File: src/rtl/pts_pkg.sv
package pts_pkg;
  localparam int unsigned WORD_W = 32;
  localparam int unsigned ID_W   = 17;
  localparam logic [ID_W-1:0] ID_BAD = {ID_W{1'b1}};

  typedef struct packed {
    logic [WORD_W-1:0] sec;
    logic [WORD_W-1:0] nsec;
  } stamp_t;

  function automatic logic [ID_W-1:0] id_of(input stamp_t s);
    return s.nsec[ID_W-1:0];
  endfunction

  function automatic logic [ID_W-1:0] id_succ(input logic [ID_W-1:0] id);
    return (id == ID_BAD - 1'b1) ? '0 : id + 1'b1;
  endfunction
endpackage

File: src/rtl/pts_store.sv
module pts_store
  import pts_pkg::*;
#(
  parameter int unsigned DEPTH = 4
) (
  input  logic                  clk,
  input  logic                  rst,
  input  stamp_t                init_stamp,
  input  logic                  adv,
  input  stamp_t                new_stamp,
  input  logic                  new_ok,
  output stamp_t [DEPTH-1:0]    slot_q,
  output logic   [DEPTH-1:0]    ok_q
);
  localparam int unsigned LAST = DEPTH - 1;

  // upcoming slots 1..LAST identical
  logic [LAST-1:0] same_v;
  logic            upcoming_same;

  assign same_v[0] = 1'b1;
  for (genvar k = 1; k < LAST; k++) begin : g_cmp
    assign same_v[k] = same_v[k-1] & (slot_q[k] == slot_q[k+1]);
  end
  assign upcoming_same = same_v[LAST-1];

  for (genvar k = 0; k < DEPTH; k++) begin : g_slot
    always_ff @(posedge clk) begin
      if (rst) begin
        slot_q[k] <= init_stamp;
        ok_q[k]   <= 1'b0;
      end else if (adv) begin
        if (k == LAST) begin
          slot_q[k] <= new_stamp;
          ok_q[k]   <= new_ok;
        end else begin
          slot_q[k] <= slot_q[k+1];
          ok_q[k]   <= (k == 0) ? (ok_q[k+1] & ~upcoming_same) : ok_q[k+1];
        end
      end
    end
  end
endmodule

File: src/rtl/pts_idchk.sv
module pts_idchk
  import pts_pkg::*;
(
  input  logic            adv,
  input  logic [ID_W-1:0] new_id,
  input  logic [ID_W-1:0] prev_id,
  input  logic            prev_ok,
  output logic            bad_hit,
  output logic            seq_hit
);
  logic new_bad;
  logic prev_usable;

  always_comb begin
    new_bad     = (new_id == ID_BAD);
    prev_usable = prev_ok && (prev_id != ID_BAD);
    bad_hit     = adv && new_bad;
    seq_hit     = adv && !new_bad && prev_usable && (new_id != id_succ(prev_id));
  end
endmodule

File: src/rtl/pts_sat_cnt.sv
module pts_sat_cnt #(
  parameter int unsigned W = 16
) (
  input  logic         clk,
  input  logic         rst,
  input  logic         clr,
  input  logic         inc,
  output logic [W-1:0] cnt
);
  localparam logic [W-1:0] TOP = {W{1'b1}};
  logic [W-1:0] base;

  always_comb base = clr ? '0 : cnt;

  always_ff @(posedge clk) begin
    if (rst)                    cnt <= '0;
    else if (inc && base != TOP) cnt <= base + 1'b1;
    else                        cnt <= base;
  end
endmodule

File: src/rtl/pulse_ts_pipe.sv
module pulse_ts_pipe
  import pts_pkg::*;
#(
  parameter int unsigned DEPTH = 4,
  parameter int unsigned CNT_W = 16,
  parameter int unsigned IDX_W = $clog2(DEPTH)
) (
  input  logic              clk,
  input  logic              rst,
  input  logic [31:0]       sys_sec,
  input  logic [31:0]       sys_nsec,
  input  logic              fid,
  input  logic [31:0]       new_sec,
  input  logic [31:0]       new_nsec,
  input  logic              new_ok,
  input  logic              clr,
  input  logic [IDX_W-1:0]  rd_idx,
  output logic [31:0]       rd_sec,
  output logic [31:0]       rd_nsec,
  output logic [31:0]       rd_stat,
  output logic              err_flag,
  output logic [CNT_W-1:0]  cnt_bad_id,
  output logic [CNT_W-1:0]  cnt_seq
);
  stamp_t               init_s, new_s;
  stamp_t [DEPTH-1:0]   slots;
  logic   [DEPTH-1:0]   oks;
  logic                 bad_hit, seq_hit;

  assign init_s = '{sec: sys_sec, nsec: sys_nsec};
  assign new_s  = '{sec: new_sec, nsec: new_nsec};

  pts_store #(.DEPTH(DEPTH)) u_store (
    .clk(clk), .rst(rst), .init_stamp(init_s), .adv(fid),
    .new_stamp(new_s), .new_ok(new_ok), .slot_q(slots), .ok_q(oks)
  );

  pts_idchk u_idchk (
    .adv(fid), .new_id(new_nsec[ID_W-1:0]),
    .prev_id(id_of(slots[DEPTH-1])), .prev_ok(oks[DEPTH-1]),
    .bad_hit(bad_hit), .seq_hit(seq_hit)
  );

  pts_sat_cnt #(.W(CNT_W)) u_cnt_bad (
    .clk(clk), .rst(rst), .clr(clr), .inc(bad_hit), .cnt(cnt_bad_id)
  );

  pts_sat_cnt #(.W(CNT_W)) u_cnt_seq (
    .clk(clk), .rst(rst), .clr(clr), .inc(seq_hit), .cnt(cnt_seq)
  );

  always_ff @(posedge clk) begin
    if (rst) err_flag <= 1'b0;
    else     err_flag <= (err_flag & ~clr) | bad_hit | seq_hit;
  end

  always_ff @(posedge clk) begin
    if (rst) begin
      rd_sec  <= '0;
      rd_nsec <= '0;
      rd_stat <= '1;
    end else begin
      rd_sec  <= slots[rd_idx].sec;
      rd_nsec <= slots[rd_idx].nsec;
      rd_stat <= oks[rd_idx] ? '0 : '1;
    end
  end
endmodule

File: config.mk
export PLATFORM = sky130hd
export DESIGN_NAME = pulse_ts_pipe
export DESIGN_NICKNAME = d
export VERILOG_FILES = /design/src/rtl/pts_pkg.sv /design/src/rtl/pts_store.sv /design/src/rtl/pts_idchk.sv /design/src/rtl/pts_sat_cnt.sv /design/src/rtl/pulse_ts_pipe.sv
export SDC_FILE = /design/constraint.sdc
export NUM_CORES = 1
export LEC_CHECK = 0
export BUFFER_PORTS_ARGS = -buffer_cell sky130_fd_sc_hd__buf_2
export CORE_ASPECT_RATIO = 0.5
export CORE_MARGIN = 2
export CORE_UTILIZATION = 53
export CTS_CLUSTER_DIAMETER = 50
export DETAILED_ROUTE_END_ITERATION = 10
export PLACE_DENSITY = 0.75
export SYNTH_ARGS = -nofsm -noshare
export SYNTH_HDL_FRONTEND = slang
export SYNTH_SLANG_ARGS = --single-unit
export TNS_END_PERCENT = 20
File: constraint.sdc
create_clock -name clk -period 6.5 [get_ports clk]
set_input_delay 0.975 -clock clk [delete_from_list [all_inputs] [get_ports clk]]
set_output_delay 0.975 -clock clk [all_outputs]
set_load 0.005 [all_outputs]
== After elaboration in Yosys (flattened, before gate mapping) ==
Cells that the tools add are included.

* Flip-flop bits (word level): 389
* Latch bits: 0
* Bits in read-only memories: 0
* RAM bits: 0
* Memories kept: 0

* Reduce and logical (&&, ||, !) cells: 9
* Bitwise operators: 7
* Shifts and indexed selects: 0
* Divide/modulo/power cells: 0
* $mul: 0
* Equality and inequality tests: 8
* Magnitude comparators: 1
* Multiplexer cells: 18
* $add $sub $neg: 3

{| class="wikitable"
|+ Operators with widths
! kind !! number
|-
| 2-to-1 mux 64 bit || 9
|-
| binary-select mux 64 bit (select 2 bit) || 1
|-
| == test 64 bit || 2
|-
| 2-to-1 mux 16 bit || 4
|-
| == test 17 bit (second input constant) || 2
|-
| adder 16 x 1 -> 16 bit (second input constant) || 2
|-
| 2-to-1 mux 32 bit || 1
|-
| != test 16 bit (second input constant) || 2
|-
| adder 17 x 1 -> 17 bit (second input constant) || 1
|-
| 2-to-1 mux 17 bit || 1
|-
| != test 17 bit || 1
|-
| != test 17 bit (second input constant) || 1
|-
| logical AND 1 bit || 7
|-
| AND 1 bit || 3
|-
| < comparator 2 x 3 -> 1 bit (second input constant) || 1
|-
| binary-select mux 1 bit (select 2 bit) || 1
|-
| NOT 1 bit || 2
|-
| bitwise OR 1 bit || 2
|-
| nonzero test 2 bit || 1
|-
| zero test 1 bit || 1
|-
| 2-to-1 mux 1 bit || 1
|}

== Depth between registers and ports, before layout ==
* Depth after elaboration: 7
* Gate-level depth with buffers: 13
* Depth with buffers taken out: 11

== Cells and area by module ==
A second synthesis with hierarchy kept.

* Cells, all modules: 1,699
* Area total of the unflattened synthesis: 18,059.8 µm²

{| class="wikitable"
|+ Modules (own cells, without submodules)
! module !! cells an instance !! area an instance (µm²) !! instances
|-
| pts_store || 1,054 || 11,836.4 || 1
|-
| pulse_ts_pipe || 325 || 3,649.8 || 1
|-
| pts_sat_cnt || 103 || 862.1 || 2
|-
| pts_idchk || 114 || 849.6 || 1
|}

== Least setup slack after synthesis ==
Ideal clock, no wire load.

* Path type: input to register
* Start point: input rst
* End point: register u_store.slot_q[0] (netlist name) (enable)
* Stages: 3
* Data arrival time: 4.629 ns
* Library setup time: 0.511 ns
* Data required time: 5.989 ns
* Setup slack: 1.360 ns
* Cell sequence: clkbuf_1 > clkbuf_1 > or2_2

* Longest elaborated chain between the ends: 1

{| class="wikitable"
|+ RTL lines
! what !! RTL line !! RTL
|-
| start, declared || pulse_ts_pipe.sv:9 || <nowiki>input logic rst,</nowiki>
|-
| nonzero test 2 bit (no line) || n/a ||
|-
| end signal, assigned by index || pts_store.sv:30 || <nowiki>slot_q[k] <= init_stamp;</nowiki>
|-
| end signal, assigned by index || pts_store.sv:34 || <nowiki>slot_q[k] <= new_stamp;</nowiki>
|-
| end signal, assigned by index || pts_store.sv:37 || <nowiki>slot_q[k] <= slot_q[k+1];</nowiki>
|-
| end, declared || pts_store.sv:12 || <nowiki>output stamp_t [DEPTH-1:0] slot_q,</nowiki>
|}

No other way between the ends.
A chain may end at the register's enable or synchronous reset.

== Final worst setup path ==
* Start point: register u_store.slot_q[199] (netlist name)
* End point: register u_cnt_seq.cnt[7]

* Longest elaborated chain between the ends: 6
* Elaborated cells between the ends (all ways): 10
* Classes of those cells: add/sub: 1; eq/ne: 3; mux: 2; reduce/logical: 4

{| class="wikitable"
|+ RTL lines
! what !! RTL line !! RTL
|-
| adder 17 x 1 -> 17 bit (tied with other cells) || pts_pkg.sv:16 || <nowiki>return (id == ID_BAD - 1'b1) ? '0 : id + 1'b1;</nowiki>
|-
| 2-to-1 mux 17 bit / logical AND 1 bit (equally long branches) || pts_pkg.sv:16, pts_idchk.sv:16 ||
|-
| != test 17 bit / logical AND 1 bit (equally long branches) || pts_idchk.sv:18 || <nowiki>seq_hit = adv && !new_bad && prev_usable && (new_id != id_succ(prev_id));</nowiki>
|-
| logical AND 1 bit (*) || pts_idchk.sv:18 ||
|-
| logical AND 1 bit (*) || pts_sat_cnt.sv:17 || <nowiki>else if (inc && base != TOP) cnt <= base + 1'b1;</nowiki>
|-
| 2-to-1 mux 16 bit (*) || pts_sat_cnt.sv:17 ||
|-
| end signal, assigned || pts_sat_cnt.sv:17 ||
|-
| end signal, assigned || pts_sat_cnt.sv:18 || <nowiki>else cnt <= base;</nowiki>
|-
| end, declared || pts_sat_cnt.sv:8 || <nowiki>output logic [W-1:0] cnt</nowiki>
|}

Mark *: on every way between the ends. The rest lies on a longest branch, timed or not.

==> metrics <==
initial antenna violation count=1; I/O Buffers=approximately 260; cell depth of the worst setup path=8; Post-CTS Setup Inserts=0; synthesized area=about 0.018 mm^2; Final Cycle Share=0.605; cell-internal power=approximately 4.1 mW; CTS Root Buffer Type=clkbuf_16; vias per inst=5.63; CTS Buf Count=35; flops & latches, synth=roughly 360; Hold Crit Start=u_store.ok_q[0]$_SDFFE_PP0P_; Mapped Nets=~1800; Hold Path Class=flop to flop; Die Footprint=around 0.035 mm^2; top cell type's share of synthesized area=0.434; clock sink total=around 360; antenna viol nets, final=0; Final setup viols=0; Async SR Flop Fraction=0; critical path cell sequence=nand4_1 > nor4_2 > a211oi_1 > nor4_1 > o2111ai_1 > or4_1 > and3_1 > mux2_4; grt ovf=0; Critical Path Start Type=flop; dominant synthesized flop cell=edfxtp_1; synth cell count leaders=269 x o21ai_0, 259 x inv_1, 256 x edfxtp_1, 102 x dfxtp_1, 93 x nand2_1; pin count of the biggest net entering global routing=between 200 and 250; Hold Fails Final Rpt=0; Overall Power=roughly 5.6 mW; start point of the critical path=u_store.slot_q[199]$_DFFE_PP_; Leak=8.43 nW; CTS resizes=0; Post-Place Cell Area=roughly 0.019 mm^2; largest cells by area after synthesis=edfxtp_1 43%, dfxtp_1 12%, mux4_2 8.3%; number of core rows=47; max-slew violations=0; Mapped Cells=1626; overall routing resource usage=0.248; Max Freq=about 250 MHz; Starting Density=0.537; Die Y=approximately 130 um; H-tree Lvls=2; Syn. warnings=0; first-pass GRT wire length=between 60 and 70 mm; DRT Wirelength=44.2 mm; clock power share=0.355; cell taking the most area after synthesis=edfxtp_1; Netlist cell types=57; count leader, synth=o21ai_0; core area=approximately 0.033 mm^2; Seq/Total Area, Yosys=0.549; Comb power frac=0.132; NetSw=about 1.4 mW; Setup TNS=0 ns; Final Cell Area=0.0202 mm^2; share of cells above drive strength 1=0.216; IO Pins=around 260; Pwr Density=276 mW/mm^2; CP max stage cell=nor4_2; Tmin final=about 4 ns; crit-path max FO=12; area delta synth->final=14.3%; CP required=slightly below 7 ns; Reg power frac=0.513; clk_skew=around 0.012 ns; # diodes=0; clk slew on worst S/H paths=0.06 ns; WL per Instance=19.3 um; Critical Path End Type=flop; RR Endpoint=u_cnt_seq.cnt[7]$_SDFF_PP0_; WS Path Type=flop to flop; DRT Pass-1 Iters=5; drt drc=0; fin nets=slightly below 2000; clk_lat worst skew=between 0.5 and 0.6 ns; Clock Path Buffers=3; syn avg cell area=around 11 um^2; number of hold buffers added after cts=0; RSZ-0062 raised after global routing=no; Largest stage delay, worst path=about 0.83 ns; worst setup path endpoint=u_cnt_seq.cnt[7]$_SDFF_PP0_; status=complete, no violations; Top delay family on crit path=simple AND/OR/NAND/NOR gates; Slew Limit Headroom=0.344; Worst R2R Start=u_store.slot_q[199]$_DFFE_PP_; VDD IR-drop max=around 150 uV; Die X=263 um; Starting DRT DRC Count=1508; Net Sw Frac=0.259; Data arrival, critical path=4.34 ns; GPL Wtd Cong=approximately 0.94; routed vias=about 13000; dpl hpwl=30.9 mm; R2R setup slack=about 2.6 ns; TritonCTS clock tree=done; vias in the first global route=12300; Worst Reg-to-Reg Cells=8; Worst Path Buf+Inv=0; Worst Tran Pin Value=just under 1 ns; # Max-Cap Violations=0; Post-synth EDFFs=256
-- cells in the final DEF, fill, tap and decap left out, types with 6 or more instances in the layout --
master     synthesis  final
a21oi_1           16     16
and2_1            67     67
and3_1            15     15
buf_2              8    261
buf_4             31      6
clkbuf_1          59     11
clkbuf_16          0     37
clkbuf_8           0      7
dfxtp_1          102    102
edfxtp_1         256    256
inv_1            259    259
mux2i_1            8      8
mux4_2            65     65
nand2_1           93     93
nand3_1           40     40
nand4_1           30     30
nor2_1            29     29
nor2b_1            8      8
nor3_1            41     41
nor4_1            16     16
o21ai_0          269    269
o22ai_1            6      6
or4_1              8      8
xnor2_1           75     75
xor2_1            40     40
-- tightest hold or removal path: stages, from the launching register on --
cell      delay (ns)
dfxtp_1         0.31
nand2b_1        0.06
a21oi_1         0.06
-- flip-flops by register name (all words and copies together) (netlist names) --
signal,count
rd_nsec,32
u_store.slot_q,256
u_cnt_seq.cnt,16
u_store.ok_q,4
err_flag,1
rd_sec,32
u_cnt_bad.cnt,16
rd_stat,1
-- metrics by stage --
step	hold WS, ns	utilization	setup WS, ns	cells
after floorplan	0.448	-	1.36	1626
after global placement	0.465	0.580	2.76	2230
after detailed placement	0.473	0.580	2.73	2230
after CTS	0.482	0.614	2.71	2293
after global routing	0.515	0.614	2.39	2293
final	0.484	0.614	2.57	2293
-- worst min path at each step --
stage,endpoint,slack [ns],cells past startpoint
after floorplan,u_store.ok_q[0]$_SDFFE_PP0P_,0.45,2
after global placement,u_store.ok_q[0]$_SDFFE_PP0P_,0.46,2
after detailed placement,u_store.ok_q[0]$_SDFFE_PP0P_,0.47,2
after CTS,u_store.ok_q[0]$_SDFFE_PP0P_,0.48,2
after global routing,u_store.ok_q[0]$_SDFFE_PP0P_,0.52,2
final,u_store.ok_q[0]$_SDFFE_PP0P_,0.48,2
-- cell type report --
class,instances,area [um^2]
well taps,441,552
repair buffers,270,1410
multi-input cells,901,6480
inverters,260,976
fillers,2557,12700
clock inverters,9,48.8
flip-flops and latches,358,9730
clock buffers,54,1050
-- cell families after synthesis --
kind of cell	after synthesis	synth area share
AND/OR/NAND/NOR	378	0.115
buffers and inverters	367	0.0849
flip-flops	358	0.549
AO/OA/AOI/OAI	322	0.0971
XOR/XNOR	117	0.0591
multiplexers	79	0.0912
adder cells (fa/ha/maj)	5	0.00353
-- layer usage --
metal  wire length (um)  GRT usage  part of all wire  vias to the layer above
met1              19100      0.350              0.43                     6228
met4               1190     0.0750             0.027                        0
met2              20500      0.392              0.46                      522
li1                   -          -                 -                     6068
met3               3490     0.0519             0.079                       82
met5                  0          0                 0                        -
-- power groups by stage --
stage | logic (mW) | clock network [mW] | registers, mW
global placement | 0.718 | 0 | 2.90
floorplan | 0.471 | 0 | 2.86
CTS | 0.732 | 2.00 | 2.86
detailed placement | 0.725 | 0 | 2.91
global route | 0.802 | 2.09 | 2.89
finish | 0.737 | 1.98 | 2.86
No activity file was read; power rests on OpenSTA's default activity.
